### config.mk
export PLATFORM = sky130hd
export DESIGN_NAME = flash_toggle_poller
export DESIGN_NICKNAME = d
export VERILOG_FILES = /design/src/rtl/ftp_pkg.sv /design/src/rtl/status_cmp.sv /design/src/rtl/pair_counter.sv /design/src/rtl/poll_seq.sv /design/src/rtl/flash_toggle_poller.sv
export SDC_FILE = /design/constraint.sdc
export NUM_CORES = 1
export LEC_CHECK = 0
export CAP_MARGIN = 15
export CORE_AREA = 5 5 45 66
export CTS_CLUSTER_DIAMETER = 40
export DETAILED_ROUTE_END_ITERATION = 12
export DIE_AREA = 0 0 50 71
export GPL_TIMING_DRIVEN = 0
export HOLD_SLACK_MARGIN = 0.15
export PLACE_DENSITY = 0.87
export SLEW_MARGIN = 20
export SYNTH_ARGS = -nofsm -noshare
export SYNTH_HDL_FRONTEND = slang
export SYNTH_HIERARCHICAL = 1
export SYNTH_SLANG_ARGS = --single-unit
### constraint.sdc
create_clock -name clk -period 2.7 [get_ports clk]
set_input_delay 0.405 -clock clk [delete_from_list [all_inputs] [get_ports clk]]
set_output_delay 0.405 -clock clk [all_outputs]
set_load 0.02 [all_outputs]
### src/rtl/ftp_pkg.sv
// Package: shared state and result encodings of the toggle-bit poller.
// Assumes: nothing beyond IEEE 1800-2017 enum support.
package ftp_pkg;

    typedef enum logic [2:0] {
        ST_IDLE,
        ST_RD_A,
        ST_RD_B,
        ST_RC_A,
        ST_RC_B,
        ST_WR_RST
    } poll_st_e;

    typedef enum logic [1:0] {
        RES_DONE = 2'd0,
        RES_FAIL = 2'd1,
        RES_TMO  = 2'd2
    } poll_res_e;

endpackage

### src/rtl/status_cmp.sv
// Module: status_cmp
// Compares two status samples: flags a change of the toggle bit and
// reports the timing-limit flag taken from the second sample.
// Assumes: both bit indices lie inside DW.
module status_cmp #(
    parameter int DW      = 8,
    parameter int TOG_BIT = 6,
    parameter int LIM_BIT = 5
) (
    input  logic [DW-1:0] first_smp,
    input  logic [DW-1:0] second_smp,
    output logic          toggled,
    output logic          limit_hit
);

    // Purpose: extract only the two status bits that matter.
    always_comb begin
        toggled   = first_smp[TOG_BIT] ^ second_smp[TOG_BIT];
        limit_hit = second_smp[LIM_BIT];
    end

endmodule

### src/rtl/pair_counter.sv
// Module: pair_counter
// Counts busy read pairs of one poll and flags the last permitted one.
// Assumes: MAX_PAIRS >= 1; clr and inc are never high together.
module pair_counter #(
    parameter int MAX_PAIRS = 8
) (
    input  logic clk,
    input  logic rst_n,
    input  logic clr,
    input  logic inc,
    output logic last
);

    localparam int CW = (MAX_PAIRS > 1) ? $clog2(MAX_PAIRS) : 1;
    localparam logic [CW-1:0] LAST_VAL = CW'(MAX_PAIRS - 1);

    logic [CW-1:0] cnt_q;

    // Purpose: clear at each accepted start, advance on each busy pair.
    always_ff @(posedge clk) begin
        if (!rst_n || clr) begin
            cnt_q <= '0;
        end else if (inc && (cnt_q != LAST_VAL)) begin
            cnt_q <= cnt_q + 1'b1;
        end
    end

    // Purpose: terminal flag for the pair now being judged.
    always_comb last = (cnt_q == LAST_VAL);

endmodule

### src/rtl/poll_seq.sv
// Module: poll_seq
// Sequencer of the poll: read pair, optional recheck pair, optional
// reset-command write, then a one-cycle result.
// Assumes: bus_ack only arrives while a strobe is high; the read data
// is valid in the acknowledge cycle.
module poll_seq
    import ftp_pkg::*;
#(
    parameter int DW = 8
) (
    input  logic          clk,
    input  logic          rst_n,
    input  logic          start,
    input  logic          bus_ack,
    input  logic [DW-1:0] bus_rdata,
    input  logic          toggled,
    input  logic          limit_hit,
    input  logic          cnt_last,
    output logic          cnt_clr,
    output logic          cnt_inc,
    output logic [DW-1:0] first_q,
    output logic          bus_rd,
    output logic          bus_wr,
    output logic          res_valid,
    output logic [1:0]    res_code,
    output logic          busy
);

    poll_st_e state_q;

    // Purpose: state transitions, sample capture and result registration.
    always_ff @(posedge clk) begin
        if (!rst_n) begin
            state_q   <= ST_IDLE;
            first_q   <= '0;
            res_valid <= 1'b0;
            res_code  <= RES_DONE;
        end else begin
            res_valid <= 1'b0;
            unique case (state_q)
                ST_IDLE: begin
                    if (start) begin
                        state_q <= ST_RD_A;
                        first_q <= '0;
                    end
                end
                ST_RD_A: begin
                    if (bus_ack) begin
                        first_q <= bus_rdata;
                        state_q <= ST_RD_B;
                    end
                end
                ST_RD_B: begin
                    if (bus_ack) begin
                        if (!toggled) begin
                            state_q   <= ST_IDLE;
                            res_valid <= 1'b1;
                            res_code  <= RES_DONE;
                        end else if (!limit_hit) begin
                            if (cnt_last) begin
                                state_q   <= ST_IDLE;
                                res_valid <= 1'b1;
                                res_code  <= RES_TMO;
                            end else begin
                                state_q <= ST_RD_A;
                            end
                        end else begin
                            state_q <= ST_RC_A;
                        end
                    end
                end
                ST_RC_A: begin
                    if (bus_ack) begin
                        first_q <= bus_rdata;
                        state_q <= ST_RC_B;
                    end
                end
                ST_RC_B: begin
                    if (bus_ack) begin
                        if (!toggled) begin
                            state_q   <= ST_IDLE;
                            res_valid <= 1'b1;
                            res_code  <= RES_DONE;
                        end else begin
                            state_q <= ST_WR_RST;
                        end
                    end
                end
                ST_WR_RST: begin
                    if (bus_ack) begin
                        state_q   <= ST_IDLE;
                        res_valid <= 1'b1;
                        res_code  <= RES_FAIL;
                    end
                end
                default: state_q <= ST_IDLE;
            endcase
        end
    end

    // Purpose: strobes, busy flag and counter controls decoded from state.
    always_comb begin
        bus_rd  = (state_q == ST_RD_A) || (state_q == ST_RD_B) ||
                  (state_q == ST_RC_A) || (state_q == ST_RC_B);
        bus_wr  = (state_q == ST_WR_RST);
        busy    = (state_q != ST_IDLE);
        cnt_clr = (state_q == ST_IDLE) && start;
        cnt_inc = (state_q == ST_RD_B) && bus_ack && toggled && !limit_hit;
    end

endmodule

### src/rtl/flash_toggle_poller.sv
// Module: flash_toggle_poller (top)
// Host-side completion poller for flash program/erase operations, using
// the toggle bit and the timing-limit flag of the status byte.
// Assumes: DW >= 8 so the reset command fits; a single outstanding access.
module flash_toggle_poller #(
    parameter int              DW        = 8,
    parameter int              AW        = 12,
    parameter int              MAX_PAIRS = 8,
    parameter int              TOG_BIT   = 6,
    parameter int              LIM_BIT   = 5,
    parameter logic [AW-1:0]   STAT_ADDR = 12'h100,
    parameter logic [AW-1:0]   RST_ADDR  = 12'h555,
    parameter logic [DW-1:0]   RST_DATA  = 8'hF0
) (
    input  logic          clk,
    input  logic          rst_n,
    input  logic          start,
    input  logic [DW-1:0] bus_rdata,
    input  logic          bus_ack,
    output logic [AW-1:0] bus_addr,
    output logic          bus_rd,
    output logic          bus_wr,
    output logic [DW-1:0] bus_wdata,
    output logic          res_valid,
    output logic [1:0]    res_code,
    output logic          busy
);

    logic          toggled;
    logic          limit_hit;
    logic          cnt_last;
    logic          cnt_clr;
    logic          cnt_inc;
    logic [DW-1:0] first_q;

    status_cmp #(
        .DW      (DW),
        .TOG_BIT (TOG_BIT),
        .LIM_BIT (LIM_BIT)
    ) u_cmp (
        .first_smp  (first_q),
        .second_smp (bus_rdata),
        .toggled    (toggled),
        .limit_hit  (limit_hit)
    );

    pair_counter #(
        .MAX_PAIRS (MAX_PAIRS)
    ) u_cnt (
        .clk   (clk),
        .rst_n (rst_n),
        .clr   (cnt_clr),
        .inc   (cnt_inc),
        .last  (cnt_last)
    );

    poll_seq #(
        .DW (DW)
    ) u_seq (
        .clk       (clk),
        .rst_n     (rst_n),
        .start     (start),
        .bus_ack   (bus_ack),
        .bus_rdata (bus_rdata),
        .toggled   (toggled),
        .limit_hit (limit_hit),
        .cnt_last  (cnt_last),
        .cnt_clr   (cnt_clr),
        .cnt_inc   (cnt_inc),
        .first_q   (first_q),
        .bus_rd    (bus_rd),
        .bus_wr    (bus_wr),
        .res_valid (res_valid),
        .res_code  (res_code),
        .busy      (busy)
    );

    // Purpose: address and write data follow the kind of access in flight.
    always_comb begin
        bus_addr  = bus_wr ? RST_ADDR : STAT_ADDR;
        bus_wdata = bus_wr ? RST_DATA : '0;
    end

endmodule

==> results of run 1 <==
-- critical path: stages, from the launching register on --
cell	delay, ps
dfxtp_1	330
buf_6	140
nand2b_2	220
nor2_2	320
buf_4	180
clkdlybuf4s50_1	600
-- power by group --
group	internal, uW	switching [uW]	leakage [uW]
Combinational	86.2	95.7	0.000385
Clock	81.8	51.2	0.0000210
Sequential	155	4.33	0.0000810
-- sequential cells by signal, indices dropped and copies added, names as in the netlist --
| signal | count |
|---|---|
| u_cnt/cnt_q | 3 |
| u_seq/res_code | 2 |
| u_seq/res_valid | 1 |
| u_seq/first_q | 1 |
| u_seq/state_q | 3 |
-- area by class of cell --
cell class,instances,area (um^2)
repair buffers,19,190
fillers,230,1280
inverters,3,11.3
well taps,24,30.0
plain buffers,26,193
clock buffers,4,36.3
multi-input cells,66,427
flip-flops and latches,10,200
-- per-stage QoR --
step / total power [uW] / instance area [um^2] / util [%] / std cells
6_report: 474 / 1090 / 45.9 / 152
3_5_place_dp: 342 / 1050 / 44.3 / 148
2_1_floorplan: 297 / 828 / - / 105
4_1_cts: 478 / 1080 / 45.8 / 152
5_1_grt: 503 / 1090 / 45.9 / 152
3_3_place_gp: 337 / 1050 / 44.3 / 148
-- final timing paths --
check,depth (start not counted),end,startpoint,slack [ps]
worst max-delay path,5,bus_addr[10],u_seq/state_q[1]$_SDFFE_PN0P_,250
worst min-delay path,2,u_seq/res_code[1]$_SDFFE_PN0P_,u_seq/res_code[1]$_SDFFE_PN0P_,460
worst max register to register,6,u_seq/res_code[0]$_SDFFE_PN0P_,u_cnt/cnt_q[0]$_SDFFE_PP0P_,1120
worst min register to register,2,u_seq/res_code[1]$_SDFFE_PN0P_,u_seq/res_code[1]$_SDFFE_PN0P_,460
-- metal layers --
layer	vias up	global-route usage, %
li1	350	-
met1	306	9.44
met2	17	17.8
met3	2	3.16
met4	0	4.96
met5	-	0
-- placed cells by master (no fill, tap or decap), drive strengths merged, types with 2 or more instances in the layout --
cell           count
a21oi              2
xnor2              2
nor2b              4
nor2               8
buf               24
nand2              7
clkbuf             6
clkdlybuf4s50     19
inv                3
nand2b             4
o21ai              2
ha                 2
conb              11
dfxtp             10
mux2i              5
o21a               2
==> impl_metrics.env, run 1 <==
export IMPL_initial_core_util_pct=33.6
export IMPL_synthCells=96
export IMPL_clock_latency_ps=260
export IMPL_hold_violations=0
export IMPL_core_area_um2=2370
export IMPL_nets=143
export IMPL_layout_min_cycle_time_ps=2450
export IMPL_syn_avg_cell_area_um2=8.28
export IMPL_drt_wl_total_um=1680
export IMPL_whs_ps=465
export IMPL_rows=22
export IMPL_pre_cts_slack_ps=319
export IMPL_drt_iter0_markers=19
export IMPL_drc_errors=0
export IMPL_die_height_um=71
export IMPL_cts_sinks=10
export IMPL_cts_buffers=3
export IMPL_vias_per_cell=4.44
export IMPL_first_pass_iters=4
export IMPL_wl_met2_um=959
export IMPL_cp_max_fo=11
export IMPL_grt_pass1_wl_um=2800
export IMPL_grt_util_all_layers_pct=9.78
export IMPL_drt_met1_wl_um=584
export IMPL_die_width_um=50
export IMPL_grt_setup_unrepaired="no"
export IMPL_cp_required_ps=2300
export IMPL_drive_above_1_share_pct=25.8
export IMPL_status="complete, no violations"
export IMPL_cts_root_buf="clkbuf_4"
export IMPL_arrival_ps=2050
export IMPL_p_per_area_nw_per_um2=436
export IMPL_dpl_hpwl_um=1350
export IMPL_syn_area_um2=795
export IMPL_finalSetupTns_ps=0
export IMPL_clkSlewWorstSetupHoldPaths_ps=70
export IMPL_dieArea_um2=3550
export IMPL_routabilityCongestion=0.782
export IMPL_path_class="flop to output pin"
export IMPL_clockBufferDepth=2
export IMPL_yosys_warnings=6
export IMPL_startpoint_type="flop"
export IMPL_diodes=0
export IMPL_setup_slack_ps=249
export IMPL_min_path_type="flop to flop"
export IMPL_gr_total_overflow=0
export IMPL_setup_violations=0
export IMPL_report_final_slew_viol_count=0
export IMPL_ir_drop_v=0.000323
export IMPL_antenna_found_initial=0
export IMPL_cts_repair_resized=0
export IMPL_num_io_pins=38
export IMPL_cap_violations=0
export IMPL_power_leakage_uw=0.000487
export IMPL_io_buffers=19
export IMPL_grt_max_degree=12
export IMPL_end_kind="output pin"
export IMPL_postCtsSetupRepairBufs=0
export IMPL_routed_top_layer="met4"
export IMPL_skew_ps=4.56
export IMPL_htreeDepth=1
export IMPL_area_growth_pct=36.9
export IMPL_vias=675
export IMPL_hold_buffers=0
export IMPL_fin_crit_sh_pct=90.8
export IMPL_grt_pass1_vias=650
export IMPL_cts_tree="built"
export IMPL_max_clock_freq_mhz=408
export IMPL_ant_nets=0
export IMPL_wl_met3_um=126
export IMPL_wire_per_inst_um=11.1
No activity file was read; power rests on OpenSTA's default activity.
==> run 2: changes to the inputs <==
--- a/config.mk
+++ b/config.mk
@@ -7,7 +7,7 @@
 export LEC_CHECK = 0
 export CAP_MARGIN = 15
 export CORE_AREA = 5 5 45 66
-export CTS_CLUSTER_DIAMETER = 40
+export CTS_CLUSTER_DIAMETER = 60
 export DETAILED_ROUTE_END_ITERATION = 12
 export DIE_AREA = 0 0 50 71
 export GPL_TIMING_DRIVEN = 0
==> results of run 2 <==
Final layout, timing and power as in run 1 (identical DEF).
